### src/rtl/lcg_fill_pkg.sv
package lcg_fill_pkg;
  typedef struct packed {
    logic load;   // reload seed and zero the index
    logic step;   // advance generator and index
  } fillStrobes_t;
endpackage

### src/rtl/lcg_fill_dpath.sv
module lcg_fill_dpath
  import lcg_fill_pkg::*;
#(
  parameter int DATA_W = 8,
  parameter int COUNT  = 255,
  parameter logic [DATA_W-1:0] MULT = 8'h11,
  parameter logic [DATA_W-1:0] INC  = 8'h9D,
  parameter logic [DATA_W-1:0] SEED = 8'hD7,
  localparam int ADDR_W = $clog2(COUNT)
) (
  input  logic              clk,
  input  logic              rstN,
  input  fillStrobes_t      strobes,
  output logic [DATA_W-1:0] valOut,
  output logic [ADDR_W-1:0] idxOut,
  output logic              lastIdx
);
  localparam logic [ADDR_W-1:0] LAST = ADDR_W'(COUNT - 1);

  logic [DATA_W-1:0] valQ;
  logic [ADDR_W-1:0] idxQ;
  logic [DATA_W-1:0] nextVal;

  assign nextVal = valQ * MULT + INC;

  always_ff @(posedge clk or negedge rstN) begin
    if (!rstN) begin
      valQ <= SEED;
      idxQ <= '0;
    end else if (strobes.load) begin
      valQ <= SEED;
      idxQ <= '0;
    end else if (strobes.step) begin
      valQ <= nextVal;
      idxQ <= idxQ + 1'b1;
    end
  end

  assign valOut  = valQ;
  assign idxOut  = idxQ;
  assign lastIdx = (idxQ == LAST);

  AST_SEED_LOAD: assert property (@(posedge clk) disable iff (!rstN)
    strobes.load |=> (valQ == SEED && idxQ == '0));
  AST_RECURRENCE: assert property (@(posedge clk) disable iff (!rstN)
    (strobes.step && !strobes.load) |=> (valQ == DATA_W'($past(valQ) * MULT + INC)));
  AST_INDEX_STEP: assert property (@(posedge clk) disable iff (!rstN)
    (strobes.step && !strobes.load) |=> (idxQ == $past(idxQ) + 1'b1));
endmodule

### src/rtl/lcg_fill_ctrl.sv
module lcg_fill_ctrl
  import lcg_fill_pkg::*;
(
  input  logic         clk,
  input  logic         rstN,
  input  logic         ctrlWe,
  input  logic         ctrlInitBit,
  input  logic         lastIdx,
  output fillStrobes_t strobes,
  output logic         busy,
  output logic         done
);
  logic busyQ, doneQ;
  logic startReq, finishing;

  assign startReq  = ctrlWe && ctrlInitBit;
  assign finishing = busyQ && lastIdx && !startReq;

  always_comb begin
    strobes.load = startReq;
    strobes.step = busyQ && !startReq;
  end

  always_ff @(posedge clk or negedge rstN) begin
    if (!rstN) begin
      busyQ <= 1'b0;
      doneQ <= 1'b0;
    end else begin
      if (startReq)       busyQ <= 1'b1;
      else if (finishing) busyQ <= 1'b0;

      if (ctrlWe)         doneQ <= 1'b0;
      else if (finishing) doneQ <= 1'b1;
    end
  end

  assign busy = busyQ;
  assign done = doneQ;

  AST_DONE_AFTER_RUN: assert property (@(posedge clk) disable iff (!rstN)
    $rose(doneQ) |-> $past(busyQ));
  AST_WRITE_CLEARS: assert property (@(posedge clk) disable iff (!rstN)
    ctrlWe |=> !doneQ);
  AST_START_RUNS: assert property (@(posedge clk) disable iff (!rstN)
    startReq |=> busyQ);
  AST_BUSY_DONE_EXCL: assert property (@(posedge clk) disable iff (!rstN)
    !(busyQ && doneQ));
endmodule

### src/rtl/lcg_fill.sv
module lcg_fill
  import lcg_fill_pkg::*;
#(
  parameter int DATA_W = 8,
  parameter int COUNT  = 255,
  parameter logic [DATA_W-1:0] MULT = 8'h11,
  parameter logic [DATA_W-1:0] INC  = 8'h9D,
  parameter logic [DATA_W-1:0] SEED = 8'hD7,
  localparam int ADDR_W = $clog2(COUNT)
) (
  input  logic              clk,
  input  logic              rstN,
  input  logic              ctrlWe,
  input  logic              ctrlInitBit,
  output logic [DATA_W-1:0] statusData,
  input  logic [ADDR_W-1:0] cpuRamAddr,
  input  logic [DATA_W-1:0] cpuRamData,
  input  logic              cpuRamWe,
  output logic [ADDR_W-1:0] ramAddr,
  output logic [DATA_W-1:0] ramData,
  output logic              ramWe
);
  fillStrobes_t      strobes;
  logic              lastIdx, busy, done;
  logic [DATA_W-1:0] genVal;
  logic [ADDR_W-1:0] genIdx;

  lcg_fill_ctrl u_ctrl (
    .clk(clk), .rstN(rstN), .ctrlWe(ctrlWe), .ctrlInitBit(ctrlInitBit),
    .lastIdx(lastIdx), .strobes(strobes), .busy(busy), .done(done)
  );

  lcg_fill_dpath #(
    .DATA_W(DATA_W), .COUNT(COUNT), .MULT(MULT), .INC(INC), .SEED(SEED)
  ) u_dpath (
    .clk(clk), .rstN(rstN), .strobes(strobes),
    .valOut(genVal), .idxOut(genIdx), .lastIdx(lastIdx)
  );

  always_comb begin
    if (busy) begin
      ramAddr = genIdx;
      ramData = genVal;
      ramWe   = 1'b1;
    end else begin
      ramAddr = cpuRamAddr;
      ramData = cpuRamData;
      ramWe   = cpuRamWe;
    end
  end

  assign statusData = {{(DATA_W-1){1'b0}}, done};

  AST_FILL_ADDR_START: assert property (@(posedge clk) disable iff (!rstN)
    (ctrlWe && ctrlInitBit) |=> (ramWe && ramAddr == '0));
  AST_FILL_OWNS_PORT: assert property (@(posedge clk) disable iff (!rstN)
    (busy && cpuRamWe) |-> (ramAddr == genIdx));
endmodule

### config.mk
export PLATFORM = sky130hd
export DESIGN_NAME = lcg_fill
export DESIGN_NICKNAME = d
export VERILOG_FILES = /design/src/rtl/lcg_fill_pkg.sv /design/src/rtl/lcg_fill_dpath.sv /design/src/rtl/lcg_fill_ctrl.sv /design/src/rtl/lcg_fill.sv
export SDC_FILE = /design/constraint.sdc
export NUM_CORES = 1
export LEC_CHECK = 0
export BUFFER_PORTS_ARGS = -buffer_cell sky130_fd_sc_hd__buf_2
export CORE_UTILIZATION = 54
export DETAILED_ROUTE_END_ITERATION = 16
export PLACE_DENSITY = 0.91
export SYNTH_ARGS = -nofsm -noshare
export SYNTH_HDL_FRONTEND = slang
export SYNTH_SLANG_ARGS = --single-unit
### constraint.sdc
create_clock -name clk -period 4.6 [get_ports clk]
set_input_delay 0.23 -clock clk [delete_from_list [all_inputs] [get_ports clk]]
set_output_delay 0.23 -clock clk [all_outputs]
set_load 0.01 [all_outputs]
==> results.toml <==
[run_status]
status = "finished, final reports clean"

[synthesis]
syn_avg_cell_area_sq_um = 10.3
synthXorXnorAreaFrac = 0.0766
ys_warn_count = 0
synth.top_cell.area_share = 0.219
synth_top_family_by_area = "multiplexers"
ys_seq_area_frac = 0.334
yosys.area_share.simple = 0.138
synth.area.top_cells = "dfrtp_1, mux2_2, ha_1"
synth_cells = 133
synth_top_area_cell = "dfrtp_1"
synth_compound_area_frac = 0.0693
ys_types = 33
synthesis.area_sq_um = 1370
synth_mux_area_frac = 0.161
synth_adder_area_share = 0.142
ys_ff_latch = 18

[clock_network]
root_buffer = "clkbuf_4"
postCtsSetupBuffers = 0
cts.sinks = 18
numCtsBuffers = 3
cts_buffer_depth = 2
insertion_delay_ps = 290
htreeDepth = 1
clk_pin_slew_ps = 110
cts_tree = "built"
cts_hold_buf = 1
cts_resized = 0

[detailed_routing]
wire_per_inst_um = 13.8
drcViolationCount = 0
viasPerCell = 5.31
totalWireLength_um = 2740
num_vias = 1051
detail_route.iter0.violations = 14
drtPass1Iterations = 4
postRouteAntennaNets = 0

[floorplan]
ios = 46
fp.dieW_um = 52.4
die-area_sq_um = 2750
core_area_sq_um = 2300
die_y_um = 52.4
start_util = 0.597
rows = 17

[place]
portBuffers = 38
gp_congestion = 0.950
dpl.cell_count = 193
dp_hpwl_um = 2130
dpl_cell_area_sq_um = 1540

[sta]
fin_setup_tns_ps = 0
fmax_mhz = 396
setup_viol = 0
timing.final.crit_share = 0.548
drv_slew = 0
max_slew_margin = 0.545
worstMarginPinSlew_ps = 683
rsz0062_at_grt = "false"
hold_viol = 0
fin_crit_ps = 2520
fin_skew_ps = 4.36

[layout]
antennaDiodeCount = 0
final_common_cell = "buf_2"
design_area_sq_um = 1580
drive_gt1_frac = 0.424
num-fill-cells = 191
post-route-util = 0.686
multiInputGateArea_sq_um = 831
final_nets = 207
stdcell_count = 198
area_growth_pct = 15.0
seq_area_sq_um = 458
final_cell_mix = "buf_2, mux2_2, ha_1"

[hold_path]
hold_path.class = "input pin to register"

[global_route]
overflow = 0
grt_pass1_wl_um = 4670
grt_max_degree = 20
grt_antenna_before_repair = 0
grt_pass1_vias = 1010
track_usage = 0.237

[setup_path]
critPathKind = "register to register"
crit_path_end_kind = "register"
critical_path_required_ps = 4840
crit_path_frequent_cell = "ha_1"
crit_fanout = 4
crit_arrival_ps = 2760
worst_setup_path_start_kind = "register"
critPathTopFamily = "adder cells"
cp_slowest_stage_delay_ps = 580
path_cells = "fa_1 > ha_1 > ha_1 > o21ai_0 > a22oi_2 > xnor2_1 > and4_1 > nor2_2"
critPathBufInv = 0
crit_slowest_cell = "dfstp_2"

[pwr]
p_leak_nw = 0.812
ir_worst_vdd_mv = 0.530
power_density_nw_per_um2 = 681
p_total_mw = 1.07

[flow_run]
max_cap_violations = 0
-- path summary, 6_finish.rpt --
| kind | start | endpoint | slack, ps | cells after the start |
|---|---|---|---|---|
| worst min register to register | u_dpath.valOut[2]$_DFFE_PN1P_ | u_dpath.valOut[2]$_DFFE_PN1P_ | 570 | 2 |
| worst min-delay path | ctrlWe | u_ctrl.done$_DFFE_PN0P_ | 110 | 2 |
| worst max-delay path | u_dpath.valOut[1]$_DFFE_PN1P_ | u_dpath.valOut[7]$_DFFE_PN1P_ | 2080 | 8 |
| worst max register to register | u_dpath.valOut[1]$_DFFE_PN1P_ | u_dpath.valOut[7]$_DFFE_PN1P_ | 2080 | 8 |
| max in group asynchronous | rstN | u_dpath.valOut[0]$_DFFE_PN1P_ | 3890 | 2 |
| min in group asynchronous | rstN | u_dpath.idxOut[2]$_DFFE_PN0P_ | 390 | 2 |
-- Yosys cell counts --
cell	number
and2_1	1
fa_1	1
conb_1	1
and4_1	1
xnor2_1	8
xor2_1	4
nand3_2	1
or3_1	2
nor2_1	11
a21oi_1	3
a211oi_1	1
mux2_2	16
buf_4	9
buf_2	3
nand4_4	1
mux2i_1	4
a31oi_1	1
nand2_1	11
dfstp_2	6
o211ai_1	1
a211oi_2	1
or2_2	1
nand4_1	3
nor3_2	1
inv_1	5
o21ai_0	5
nor2_2	1
a21o_2	1
dfrtp_1	12
ha_1	14
clkbuf_1	1
and3_1	1
a22oi_2	1
-- final cells by class --
class,count,area share
Multi-Input combinational cell,103,0.527
Sequential cell,18,0.290
Inverter,5,0.0119
Tap cell,28,0.0222
Clock buffer,4,0.0167
Timing Repair Buffer,40,0.132
-- routing by layer --
metal | GRT usage | vias to the layer above | share of wire
met5 | 0 | - | 0
met4 | 0.0526 | 0 | 0.011
met3 | 0.0551 | 4 | 0.038
met2 | 0.407 | 36 | 0.52
met1 | 0.301 | 491 | 0.43
li1 | - | 520 | -
-- cell families after synthesis --
family,Yosys count
and+or+nand+nor,35
muxes,20
other,1
AOI/OAI and AO/OA,14
adders and majority gates,15
DFF,18
buffers and inverters,18
xor gates and xnor gates,12
-- worst register-to-register path, stage by stage, from the launching register on --
cell     delay, ps
dfstp_2        580
fa_1           440
ha_1           320
ha_1           340
o21ai_0        200
a22oi_2         90
xnor2_1        240
and4_1         240
nor2_2          40
-- state kept, by name (all words and copies together), names as in the netlist --
signal          cells
u_ctrl.busy         1
u_ctrl.done         1
u_dpath.idxOut      8
u_dpath.valOut      8
-- metrics by stage --
stage               setup WS, ps  hold WS, ps
floorplan                   2230        -65.6
global placement            2170          177
detailed placement          2080          179
CTS                         2060          105
global route                1960          120
finish                      2080          112
-- where the power goes --
part           internal [mW]  leakage (nW)  switching [mW]  total (mW)
clock                 0.0337        0.0150          0.0501      0.0838
sequential             0.228         0.217          0.0589       0.286
combinational          0.347         0.579           0.356       0.703
(Power assumes the default switching activity.)
